[src/rtl/lscr_pkg.sv]
package lscr_pkg;

   // Word lengths the receiver is built for.
   localparam int unsigned LEN_SHORT = 24;
   localparam int unsigned LEN_LONG  = 32;
   localparam int unsigned MAX_SYNC  = 4;

   // Width of a counter that must hold the value 0..n.
   function automatic int unsigned cnt_width(input int unsigned n);
      return $clog2(n + 1);
   endfunction

   function automatic bit len_ok(input int unsigned n);
      return (n == LEN_SHORT) || (n == LEN_LONG);
   endfunction

endpackage

[src/rtl/lscr_sync.sv]
module lscr_sync #(
   parameter int unsigned           N_BITS  = 4,
   parameter int unsigned           STAGES  = 2,
   parameter logic [N_BITS-1:0]     RST_VAL = '0
) (
   input  logic              clk,
   input  logic              rst_n,
   input  logic [N_BITS-1:0] d,
   output logic [N_BITS-1:0] q
);

   generate
      if (STAGES == 0) begin : g_pass
         // Inputs already in the block clock domain.
         assign q = d;
      end else begin : g_chain
         logic [N_BITS-1:0] stage_q [STAGES];

         always_ff @(posedge clk or negedge rst_n) begin
            if (!rst_n) begin
               for (int k = 0; k < int'(STAGES); k++) stage_q[k] <= RST_VAL;
            end else begin
               stage_q[0] <= d;
               for (int k = 1; k < int'(STAGES); k++) stage_q[k] <= stage_q[k-1];
            end
         end

         assign q = stage_q[STAGES-1];
      end
   endgenerate

endmodule

[src/rtl/lscr_shifter.sv]
module lscr_shifter #(
   parameter int unsigned W     = 24,
   localparam int unsigned CNT_W = lscr_pkg::cnt_width(W)
) (
   input  logic             clk,
   input  logic             rst_n,
   input  logic             sclk_s,
   input  logic             sdi_s,
   input  logic             csn_s,
   output logic [W-1:0]     shreg,
   output logic [CNT_W-1:0] cnt,
   output logic             word_ok
);

   localparam logic [CNT_W-1:0] FULL = CNT_W'(W);

   logic sclk_q;
   logic csn_q;
   logic armed;
   logic sclk_rise;
   logic take_bit;
   logic frame_start;
   logic frame_end;

   assign sclk_rise   = sclk_s & ~sclk_q;
   assign take_bit    = sclk_rise & ~csn_s;
   assign frame_start = csn_q & ~csn_s;
   assign frame_end   = csn_s & ~csn_q;

   always_ff @(posedge clk or negedge rst_n) begin
      if (!rst_n) begin
         sclk_q <= 1'b0;
         csn_q  <= 1'b1;
      end else begin
         sclk_q <= sclk_s;
         csn_q  <= csn_s;
      end
   end

   // Shift path: newest bit enters at bit 0, so the first bit ends on top.
   always_ff @(posedge clk or negedge rst_n) begin
      if (!rst_n) begin
         shreg <= '0;
      end else if (take_bit) begin
         shreg <= {shreg[W-2:0], sdi_s};
      end
   end

   // Saturating bit count, cleared whenever select is inactive.
   always_ff @(posedge clk or negedge rst_n) begin
      if (!rst_n) begin
         cnt <= '0;
      end else if (csn_s) begin
         cnt <= '0;
      end else if (take_bit && (cnt != FULL)) begin
         cnt <= cnt + 1'b1;
      end
   end

   // Remembers, after a frame closes, whether it delivered a full word.
   always_ff @(posedge clk or negedge rst_n) begin
      if (!rst_n) begin
         armed <= 1'b0;
      end else if (frame_start) begin
         armed <= 1'b0;
      end else if (frame_end) begin
         armed <= (cnt == FULL);
      end
   end

   // Inside a frame the live count decides; outside it the remembered flag.
   assign word_ok = csn_q ? armed : (cnt == FULL);

endmodule

[src/rtl/lscr_latch.sv]
module lscr_latch #(
   parameter int unsigned   W         = 24,
   parameter logic [W-1:0]  SAFE_WORD = '0
) (
   input  logic         clk,
   input  logic         rst_n,
   input  logic         le_s,
   input  logic         word_ok,
   input  logic [W-1:0] shreg,
   output logic [W-1:0] hold,
   output logic         err,
   output logic         le_rise,
   output logic         accept
);

   logic le_q;

   assign le_rise = le_s & ~le_q;
   assign accept  = word_ok;

   always_ff @(posedge clk or negedge rst_n) begin
      if (!rst_n) begin
         le_q <= 1'b0;
      end else begin
         le_q <= le_s;
      end
   end

   // Holding register: every bit moves in the same clock.
   always_ff @(posedge clk or negedge rst_n) begin
      if (!rst_n) begin
         hold <= SAFE_WORD;
      end else if (le_rise && word_ok) begin
         hold <= shreg;
      end
   end

   always_ff @(posedge clk or negedge rst_n) begin
      if (!rst_n) begin
         err <= 1'b0;
      end else if (le_rise) begin
         err <= ~word_ok;
      end
   end

endmodule

[src/rtl/lscr_top.sv]
module lscr_top #(
   parameter int unsigned WORD_BITS   = 24,
   parameter int unsigned SYNC_STAGES = 2,
   parameter logic [31:0] SAFE_CODE   = 32'h0
) (
   input  logic                 clk,
   input  logic                 rst_n,
   input  logic                 sclk,
   input  logic                 sdi,
   input  logic                 csn,
   input  logic                 le,
   output logic [WORD_BITS-1:0] ctrl_out,
   output logic                 err_short
);

   localparam int unsigned CNT_W = lscr_pkg::cnt_width(WORD_BITS);
   // Pin order in the synchronized vector: {csn, le, sclk, sdi}.
   localparam logic [3:0]  PIN_IDLE = 4'b1000;

   generate
      if (!lscr_pkg::len_ok(WORD_BITS)) begin : g_bad_len
         $error("lscr_top: WORD_BITS must be 24 or 32");
      end
      if (SYNC_STAGES > lscr_pkg::MAX_SYNC) begin : g_bad_sync
         $error("lscr_top: SYNC_STAGES too large");
      end
   endgenerate

   logic [3:0]           pins_s;
   logic                 csn_s;
   logic                 le_s;
   logic                 sclk_s;
   logic                 sdi_s;
   logic [WORD_BITS-1:0] shreg;
   logic [CNT_W-1:0]     cnt;
   logic                 word_ok;
   logic                 le_rise;
   logic                 accept;

   lscr_sync #(
      .N_BITS  (4),
      .STAGES  (SYNC_STAGES),
      .RST_VAL (PIN_IDLE)
   ) sync_i (
      .clk   (clk),
      .rst_n (rst_n),
      .d     ({csn, le, sclk, sdi}),
      .q     (pins_s)
   );

   assign {csn_s, le_s, sclk_s, sdi_s} = pins_s;

   lscr_shifter #(
      .W (WORD_BITS)
   ) shift_i (
      .clk     (clk),
      .rst_n   (rst_n),
      .sclk_s  (sclk_s),
      .sdi_s   (sdi_s),
      .csn_s   (csn_s),
      .shreg   (shreg),
      .cnt     (cnt),
      .word_ok (word_ok)
   );

   lscr_latch #(
      .W         (WORD_BITS),
      .SAFE_WORD (SAFE_CODE[WORD_BITS-1:0])
   ) latch_i (
      .clk     (clk),
      .rst_n   (rst_n),
      .le_s    (le_s),
      .word_ok (word_ok),
      .shreg   (shreg),
      .hold    (ctrl_out),
      .err     (err_short),
      .le_rise (le_rise),
      .accept  (accept)
   );

endmodule

[config.mk]
export PLATFORM = sky130hd
export DESIGN_NAME = lscr_top
export DESIGN_NICKNAME = d
export VERILOG_FILES = /design/src/rtl/lscr_pkg.sv /design/src/rtl/lscr_sync.sv /design/src/rtl/lscr_shifter.sv /design/src/rtl/lscr_latch.sv /design/src/rtl/lscr_top.sv
export SDC_FILE = /design/constraint.sdc
export NUM_CORES = 1
export LEC_CHECK = 0
export ABC_AREA = 1
export BUFFER_PORTS_ARGS = -buffer_cell sky130_fd_sc_hd__buf_2
export CAP_MARGIN = 20
export CORE_ASPECT_RATIO = 1.2
export CORE_MARGIN = 4
export CORE_UTILIZATION = 45
export DETAILED_ROUTE_END_ITERATION = 12
export HOLD_SLACK_MARGIN = 0.02
export PLACE_DENSITY_LB_ADDON = 0.2
export SYNTH_ARGS = -nofsm -noshare
export SYNTH_HDL_FRONTEND = slang
export SYNTH_HIERARCHICAL = 1
export SYNTH_SLANG_ARGS = --single-unit
export TNS_END_PERCENT = 10
[constraint.sdc]
create_clock -name clk -period 4 [get_ports clk]
set_clock_uncertainty 0.1 [all_clocks]
set_input_delay 0.8 -clock clk [delete_from_list [all_inputs] [get_ports clk]]
set_output_delay 0.8 -clock clk [all_outputs]
set_load 0.02 [all_outputs]
======== After elaboration in Yosys (flattened, before gate mapping) ========
Index checks and enable logic that the tools add are counted.
storage, ports and cells
  register bits ........................... 66
cells by class
  reductions and logical operators ........ 4
  add/subtract/negate cells ............... 1
  eq/ne operators ......................... 2
  bitwise gates (word level) .............. 10
  mux-type cells .......................... 5
operators by type and width
  cell                 count
  $mux 5               2
  $add 5x1->5 const B  1
  $and 1x1->1          5
  $eq 5x5->1 const B   1
  $ne 5x5->1 const B   1
  $not 1->1            5
  $reduce_bool 2->1    2
  $mux 1               3
  $logic_and 1x1->1    2

======== Longest topological paths before layout ========
Gate-level depths: netlist of the first run.
  depth after elaboration ................. 6
  gate-level depth with buffers ........... 9
  mapped depth without buffers ............ 7

======== By module ========
Netlist of the first run, hierarchy kept.
modules (own cells, without submodules)
  module        instances  area an instance (sq um)  cells an instance  sequential area each (sq um)
  lscr_shifter  1          1373.8                    152                802.0
  lscr_latch    1          1107.3                    115                650.6
  lscr_sync     1          232.7                     12                 202.7

======== Worst setup path after synthesis of the first run ========
Ideal clock, no wire load.
  path kind ............................... register to register
  start ................................... register shift_i.cnt[0]
  end ..................................... register latch_i.hold[0]
  setup slack ............................. 2.255 ns
  arrival time ............................ 1.528 ns
  library setup time ...................... 0.117 ns
  stages on the path, launching flop included .. 10
  path buffers ............................ 2
  period minus slack after synthesis ...... 1.745 ns
  data required time ...................... 3.783 ns
  cells stage by stage .................... dfrtp_1 inv_1 ha_1 nand4_4 o21ai_0 buf_4 nand3_4 buf_6 nand2_1 nand2_1
on the way
  cells in the longest elaborated chain, start to end .. 3
ends and longest elaborated chain
  element                 line                text
  from (decl)             lscr_shifter.sv:11  output logic [CNT_W-1:0] cnt,
  from (signal assigned)  lscr_shifter.sv:56  cnt <= cnt + 1'b1;
  $eq 5x5->1              lscr_shifter.sv:72  assign word_ok = csn_q ? armed : (cnt == FULL);
  $mux 1                  lscr_shifter.sv:72
  via word_ok             lscr_top.sv:36      logic word_ok;
  $logic_and 1x1->1       lscr_latch.sv:33    end else if (le_rise && word_ok) begin
  to (signal assigned)    lscr_latch.sv:34    hold <= shreg;
  to (decl)               lscr_latch.sv:10    output logic [W-1:0] hold,
The timed path passes the listed nets, and every way through them passes these cells.
A chain may end at the register's enable or synchronous reset.

======== Worst setup path after layout of the first run ========
  start ................................... register shift_i.cnt[0]
  end ..................................... register latch_i.hold[15]
Same word-level chain as after synthesis.

==> impl_metrics.toml, run 1 <==
[status]
status = "finished, final reports clean"

[detailed_routing]
drtAntennaViolNets = 0
vias_per_cell = 4.75
drt_drc_violations_left = 0
dr.pass1.iters = 4
routedWlPerCell_um = 12.0
via_count = 1837
routed_wl_um = 4660
drt_iter0_markers = 89

[floorplanning]
start_util_pct = 47.1
num_rows = 30
core_mm2 = 0.00574
die_area_mm2 = 0.00732
die_x_um = 78.7
dieHeight_um = 92.9
io-pin-count = 31

[global_routing]
grt_max_degree = 48
grt.total_usage_pct = 13.9
grt_pass1_wl_um = 7910
antenna_found_initial = 0
grt_overflow = 0
grt_pass1_vias = 1748

[synthesis]
synth_nets = 286
netlist_area_mm2 = 0.00270
avgSynthCellArea_um2 = 9.76
syn-instance-count = 277
yosysWarnings = 6

[clock_network]
clkLatencyLatePin_ns = 0.33
cts_hold_buf = 0
worst_setup_hold_path_clk_slew_ns = 0.07
clockBufferDepth = 2
clock-root-buffer = "clkbuf_8"
h-tree-depth = 3
numCtsBuffers = 9
clkSinkCount = 66
cts-resized-gates = 0
post_cts_buffers = 0
cts_tree = "built"

[placement]
post-dp-hpwl_um = 2860
gp_congestion = 0.790
portBuffers = 30

[pwr]
power_frac_seq_pct = 54.1
peakVddDrop_v = 0.000409
p_per_area_mw_per_mm2 = 438
p_int_mw = 1.04
power_frac_comb_pct = 4.6
p_leak_nw = 1.69
swShare_pct = 22.1
clkPwrFrac_pct = 41.3
p_switching_uw = 295

[min_path]
hp-class = "flip-flop to flip-flop"

[critical_path]
worstPathRequired_ns = 4.12
cp-end-kind = "flip-flop"
crit_fanout = 26
critPathLaunchType = "flip-flop"
worstPathArrival_ns = 2.14
worstSetupPathType = "flip-flop to flip-flop"

[timing]
period_share_pct = 50.4
final.min_clock_period_ns = 2.02
rsz0062_at_grt = "false"
finalSetupTns_ns = 0
finalHoldViolations = 0
worstMarginPinSlew_ns = 0.916
setup_viol = 0
slew_headroom_pct = 38.9
drv_slew = 0
fmaxAchievable_mhz = 496

[finish]
n_antenna_cell = 0
fill_cells = 563
nets = 311
postLayoutCoreUtil_pct = 53.1
drive_above_1_share_pct = 19.9
syn_to_final_growth_pct = 12.8

[run]
cap_viol_max_count = 0
==> critical path, cell delays in order (launching register included) <==
cell     delay [ns]
dfrtp_1        0.42
inv_1          0.10
ha_1           0.19
nand4_4        0.15
o21ai_2        0.14
buf_4          0.29
nand3_4        0.29
nand2_1        0.17
nand2_1        0.06
==> power groups by stage <==
stage	sequential, mW	clock [mW]	combinational (mW)
after floorplan	0.725	0	0.0457
after global placement	0.733	0	0.0590
after detailed placement	0.734	0	0.0600
after CTS	0.721	0.574	0.0605
after global routing	0.725	0.603	0.0718
final	0.721	0.551	0.0617
==> layer usage <==
layer  GRT usage (%)  up-vias  wire length [um]
met5               0        -                 0
met2            22.7       26              2270
met4            8.31        0               104
met1            16.4      861              2120
met3            3.60        9               166
li1                -      941                 -
==> metrics by stage <==
step                hold slack (ns)  worst slack (ns)  power [mW]  area (um^2)  cells
finish                        0.249              1.98        1.33         3050    387
global route                  0.262              1.83        1.40         3050    387
CTS                           0.252              1.95        1.36         3020    386
detailed placement            0.236              1.95       0.794         2820    370
global placement              0.234              1.97       0.792         2820    370
floorplan                     0.231              2.32       0.771         2700    277
==> final timing paths <==
kind	startpoint	endpoint	slack, ns	depth (start not counted)
max	shift_i/cnt[0]	latch_i/hold[15]	1.98	8
min	sync_i/g_chain.stage_q[6]	sync_i/q[2]	0.25	0
max reg2reg	shift_i/cnt[0]	latch_i/hold[15]	1.98	8
min reg2reg	sync_i/g_chain.stage_q[6]	sync_i/q[2]	0.25	0
max in group asynchronous	rst_n	latch_i/hold[10]	2.79	2
min in group asynchronous	rst_n	latch_i/hold[22]	0.35	1
==> layout by cell type (no fill, tap or decap) <==
master	instances
inv_1	6
or2_2	1
xor2_1	1
buf_2	30
dfstp_2	3
clkinv_2	1
buf_4	2
bufinv_16	1
clkbuf_1	3
clkinv_1	1
nor2_1	1
nand4_1	28
nand2_1	127
o21ai_0	6
nand2_4	2
buf_16	1
nand2_2	1
inv_2	3
nand3_1	7
nor2_2	1
o21ai_2	1
nand4_4	1
dfrtp_1	63
nand3_4	1
ha_1	3
clkbuf_8	11
clkinv_4	1
==> state kept, by name, indices dropped and copies added (netlist names) <==
register and flops:
shift_i/armed 1, latch_i/hold 24, shift_i/sclk_q 1, sync_i/g_chain.stage_q 4
sync_i/q 4, shift_i/shreg 24, latch_i/err 1, shift_i/cnt 5
latch_i/le_q 1, shift_i/csn_q 1
==> final cells by class <==
type / instances / area, um^2 / area share, %
Tap cell: 80 / 100 / 3.28
Inverter: 11 / 46.3 / 1.52
Clock inverter: 2 / 35.0 / 1.15
Timing Repair Buffer: 33 / 193 / 6.32
Sequential cell: 66 / 1660 / 54.3
Multi-Input combinational cell: 181 / 856 / 28.1
Clock buffer: 14 / 163 / 5.34
Note: power is estimated with default switching activity, not from simulation.
==> run 2: changes to the inputs <==
==> constraint.sdc (replaced) <==
create_clock -name clk -period 1.7 [get_ports clk]
set_clock_uncertainty 0.1 [all_clocks]
set_input_delay 0.34 -clock clk [delete_from_list [all_inputs] [get_ports clk]]
set_output_delay 0.34 -clock clk [all_outputs]
set_load 0.02 [all_outputs]
==> impl_metrics.toml, run 2 (synthesis gave the netlist of run 1 again) <==
[timing]
drv_slew = 0
final.min_clock_period_ns = 1.61
slew_headroom_pct = 68.3
fmaxAchievable_mhz = 621
finalHoldViolations = 0
setup_viol = 0
worstMarginPinSlew_ns = 0.475
period_share_pct = 94.7
holdWs_ns = 0.249
finalSetupTns_ns = 0

[finish]
instances_no_fill = 408
nets = 333
fill_cells = 554
layout_commonest_cell = "nand2_1"
mostFrequentLayoutCells = "121 x nand2_1, 63 x dfrtp_1, 30 x buf_2"
multi_input_area_um2 = 943
reg_top3 = "latch_i/hold: 24 flops, shift_i/shreg: 24 flops, shift_i/cnt: 5 flops"
syn_to_final_growth_pct = 21.3
n_antenna_cell = 0
regArea_mm2 = 0.00166
design_area_mm2 = 0.00328
drive_above_1_share_pct = 26.5

[detailed_routing]
drt_iter0_markers = 102
via_count = 2011
vias_per_cell = 4.93
drt_drc_violations_left = 0
dr.pass1.iters = 4
routedWlPerCell_um = 13.2
drtAntennaViolNets = 0
routed_wl_um = 5400

[floorplanning]
num_rows = 30
dieHeight_um = 92.9
core_mm2 = 0.00574
die_area_mm2 = 0.00732
die_x_um = 78.7
io-pin-count = 31
start_util_pct = 47.1

[global_routing]
grt_max_degree = 38
grt_pass1_wl_um = 8970
antenna_found_initial = 0
grt_pass1_vias = 1975
grt_overflow = 0
grt.total_usage_pct = 15.7

[pwr]
finalPower_mw = 3.13
peakVddDrop_v = 0.000581
p_leak_nw = 1.78
p_per_area_mw_per_mm2 = 954

[clock_network]
clockBufferDepth = 2
cts_tree = "built"
clock-root-buffer = "clkbuf_8"
numCtsBuffers = 9
clkSinkCount = 66
worst_setup_hold_path_clk_slew_ns = 0.06
clkLatencyLatePin_ns = 0.34
h-tree-depth = 3

[placement]
portBuffers = 30
dpl-instance-area_mm2 = 0.00293
post-dp-hpwl_um = 3230
dp.cells = 382
gp_congestion = 0.768

[min_path]
worstHoldEndpoint = "sync_i/q[2]"
hold_path_depth = 0
hp-start = "sync_i/g_chain.stage_q[6]"
hp-class = "flip-flop to flip-flop"

[run]
cap_viol_max_count = 0

[status]
status = "finished, final reports clean"

[critical_path]
r2r_end = "latch_i/hold[0]"
reg2reg_depth = 8
cp-end-kind = "flip-flop"
worstPathArrival_ns = 1.74
worstPathRequired_ns = 1.83
worstSetupPathType = "flip-flop to flip-flop"
critPathLaunchType = "flip-flop"
r2r_start = "shift_i/cnt[1]"
crit_fanout = 6
r2r_slack_ns = 0.09
==> run 2: cell types whose count changed in the layout (fill, tap and decap cells not counted), sizes merged <==
| cell | delta |
|---|---|
| clkbuf | -2 |
| buf | +14 |
| clkinv | +1 |
| dlygate4sd3 | +5 |
| nand3 | +3 |
==> run 2: worst max-delay path by stage <==
stage                                  end  cells past startpoint      startpoint
after floorplan              shift_i/armed                      5     sync_i/q[3]
after global placement    latch_i/hold[16]                      7  shift_i/cnt[0]
after detailed placement  latch_i/hold[20]                      7  shift_i/cnt[0]
after CTS                 latch_i/hold[20]                      7  shift_i/cnt[0]
after global routing       latch_i/hold[0]                      8  shift_i/cnt[1]
final                      latch_i/hold[0]                      8  shift_i/cnt[1]
==> run 2: layout make-up <==
| cell class | instances | area share [%] |
|---|---|---|
| repair buffers | 52 | 10.6 |
| inverters | 11 | 1.41 |
| flip-flops and latches | 66 | 50.5 |
| well taps | 80 | 3.05 |
| multi-input cells | 184 | 28.8 |
| clock inverters | 3 | 1.22 |
| clock buffers | 12 | 4.43 |
==> run 2: power by group <==
part	internal, mW	switching (mW)
logic	0.0723	0.120
registers	1.64	0.0517
clock network	0.705	0.539
==> run 2: metal layers <==
metal  global-route usage [%]  wire (um)
met4                     8.75        122
met5                        0          0
met2                     25.2       2660
met1                     18.6       2370
met3                     4.77        241
==> run 2: worst max-delay path, stage by stage, from the launching register on <==
cell	delay, ns
dfrtp_1	0.39
inv_2	0.08
ha_4	0.14
nand4_4	0.08
o21ai_4	0.23
buf_6	0.15
nand3_4	0.16
nand2_2	0.12
nand2_1	0.05
==> run 2: through the flow <==
step	setup slack (ns)	util (%)
after floorplan	0.0209	-
after global routing	-0.00812	57.1
after global placement	0.0675	50.9
after detailed placement	0.0151	50.9
final	0.0908	57.1
after CTS	0.00690	55.0
==> run 2: what timing repair did <==
item,4_1_cts,5_1_grt
buffers inserted,0,3
hold buffers,5,0
gates resized for setup,0,16
setup endpoints to repair,0,24
hold endpoints to repair,13,0
==> run 3: changes to the inputs <==
--- a/config.mk
+++ b/config.mk
@@ -16,6 +16,5 @@
 export PLACE_DENSITY_LB_ADDON = 0.2
 export SYNTH_ARGS = -nofsm -noshare
 export SYNTH_HDL_FRONTEND = slang
-export SYNTH_HIERARCHICAL = 1
 export SYNTH_SLANG_ARGS = --single-unit
 export TNS_END_PERCENT = 10
==> impl_metrics.toml, run 3 <==
[detailed_routing]
drtAntennaViolNets = 0
vias_per_cell = 4.81
routedWlPerCell_um = 12.2
drt_iter0_markers = 135
routed_wl_um = 4680
via_count = 1848
drt_drc_violations_left = 0
dr.pass1.iters = 4

[critical_path]
r2r_end = "latch_i.hold[2]"
critPathMaxStageDelay_ns = 0.42
r2r_start = "shift_i.cnt[0]"
worstSetupPathType = "flip-flop to flip-flop"
path_cells = "inv_1 -> ha_1 -> nand4_2 -> nand2_4 -> buf_6 -> nand3_1 -> nand2_1"
r2r_slack_ns = 0.15
worstPathArrival_ns = 1.73
worstPathRequired_ns = 1.88
critPathSlowestCell = "dfrtp_1"
crit_fanout = 13
cp-end-kind = "flip-flop"
reg2reg_depth = 7
critPathLaunchType = "flip-flop"
path_buf_inv = 2
cp_top_family = "simple AND/OR/NAND/NOR gates"

[clock_network]
post_cts_buffers = 0
worst_setup_hold_path_clk_slew_ns = 0.06
clock-root-buffer = "clkbuf_8"
clkLatencyLatePin_ns = 0.34
clockBufferDepth = 2
h-tree-depth = 3
cts_tree = "built"
clkSinkCount = 66
numCtsBuffers = 9

[synthesis]
ys_top_cells_by_area = "dfrtp_1 61%, nand2_1 20%, nand3_1 6.0%"
yosysTopAreaCell = "dfrtp_1"
synth_cell_types = 20
netlist.area_leader.share_pct = 61.1
netlist_area_mm2 = 0.00258
async_reset_ff_share_pct = 100
yosysMostFrequentCell = "nand2_1"
avgSynthCellArea_um2 = 9.35
ys_seq_area_share_pct = 64.1
synth_edf_count = 0
syn-instance-count = 276
ys_top_cells_by_count = "136 x nand2_1, 63 x dfrtp_1, 31 x nand3_1, 10 x inv_1, 6 x nor2_1"
yosysWarnings = 0
synth_nets = 285
synth_flop_cell = "dfrtp_1"
ys_ff_latch = 66

[finish]
n_antenna_cell = 0
syn_to_final_growth_pct = 18.9
fill_cells = 488
multi_input_area_um2 = 821
mostFrequentLayoutCells = "136 x nand2_1, 63 x dfrtp_1, 31 x nand3_1"
nets = 327
reg_top3 = "latch_i.hold: 24 flops, shift_i.shreg: 24 flops, shift_i.cnt: 5 flops"
layout_commonest_cell = "nand2_1"
regArea_mm2 = 0.00166
postLayoutCoreUtil_pct = 56.7
drive_above_1_share_pct = 18.9

[floorplanning]
die_x_um = 77.1
die_area_mm2 = 0.00702
start_util_pct = 47.7
dieHeight_um = 91.0
core_mm2 = 0.00541
io-pin-count = 31
num_rows = 29

[global_routing]
grt_max_degree = 67
grt_overflow = 0
grt.total_usage_pct = 15.4
antenna_found_initial = 0
grt_pass1_vias = 1816
grt_pass1_wl_um = 8540

[timing]
slew_headroom_pct = 77.2
final.min_clock_period_ns = 1.55
worstMarginPinSlew_ns = 0.341
period_share_pct = 91.3
finalSetupTns_ns = 0
setup_viol = 0
fmaxAchievable_mhz = 644
rsz0062_at_grt = "false"
holdWs_ns = 0.253
drv_slew = 0
postLayoutSetupSlackWorst_ns = 0.148
finalHoldViolations = 0

[min_path]
worstHoldEndpoint = "sync_i.q[1]"
hp-class = "flip-flop to flip-flop"
hp-start = "sync_i.g_chain.stage_q[5]"
hold_path_depth = 0

[placement]
gp_congestion = 0.769
post-dp-hpwl_um = 2900
portBuffers = 30
pre_cts_ws_ns = 0.122

[status]
status = "finished, final reports clean"

[pwr]
p_leak_nw = 1.79
p_per_area_mw_per_mm2 = 1100
peakVddDrop_v = 0.000558

[run]
cap_viol_max_count = 0
==> run 3: worst max-delay path by stage <==
stage              startpoint                to  slack [ns]  depth (start not counted)
4_1_cts        shift_i.cnt[0]   latch_i.hold[4]        0.11                          7
2_1_floorplan  shift_i.cnt[0]  latch_i.hold[10]        0.29                          8
3_3_place_gp   shift_i.cnt[0]  latch_i.hold[16]        0.19                          7
6_report       shift_i.cnt[0]   latch_i.hold[2]        0.15                          7
5_1_grt        shift_i.cnt[0]  latch_i.hold[11]        0.03                          7
3_5_place_dp   shift_i.cnt[0]   latch_i.hold[4]        0.12                          7
==> run 3: stage by stage <==
step                instances  power, mW  cell area (um^2)
finish                    384       3.39              3070
global route              384       3.55              3070
CTS                       384       3.42              3060
detailed placement        364       2.07              2800
global placement          364       2.06              2800
floorplan                 276       1.94              2580
==> run 3: metal layers <==
metal | global-route usage [%] | up-vias | share of wire [%]
met5 | 0 | - | 0
met4 | 8.46 | 0 | 1.6
met3 | 4.75 | 7 | 4.7
met2 | 21.8 | 37 | 46
met1 | 21.1 | 859 | 48
li1 | - | 945 | -
==> run 3: repair_timing <==
item | in CTS | in global routing
gates resized for setup | 0 | 2
endpoints found under the setup margin | 0 | 12
hold buffers | 5 | 0
hold endpoints to repair | 67 | 0
==> run 3: where the power goes <==
part           internal, mW  switching [mW]  leakage (nW)
clock                 0.788           0.555         0.106
sequential             1.68          0.0632         0.879
combinational         0.103           0.198         0.803
==> run 3: cells by family after synthesis <==
group / count (synthesis) / share of synthesized area [%]
compound gates: 5 / 1.07
fa+ha+maj: 3 / 1.45
buf+inv: 23 / 4.41
flops: 66 / 64.1
simple gates: 179 / 28.9
==> run 3: area by class of cell <==
| class | count | area share, % |
|---|---|---|
| clock buffers | 13 | 5.51 |
| clock inverters | 2 | 1.14 |
| inverters | 13 | 1.59 |
| multi-input cells | 187 | 26.8 |
| flip-flops and latches | 66 | 54.0 |
| well taps | 62 | 2.53 |
| repair buffers | 41 | 8.52 |
==> run 3: worst reg2reg max path: stages, from the launching register on <==
cell and delay (ns):
dfrtp_1 0.42, inv_1 0.10, ha_1 0.18, nand4_2 0.17, nand2_4 0.19, buf_6 0.17
nand3_1 0.09, nand2_1 0.08
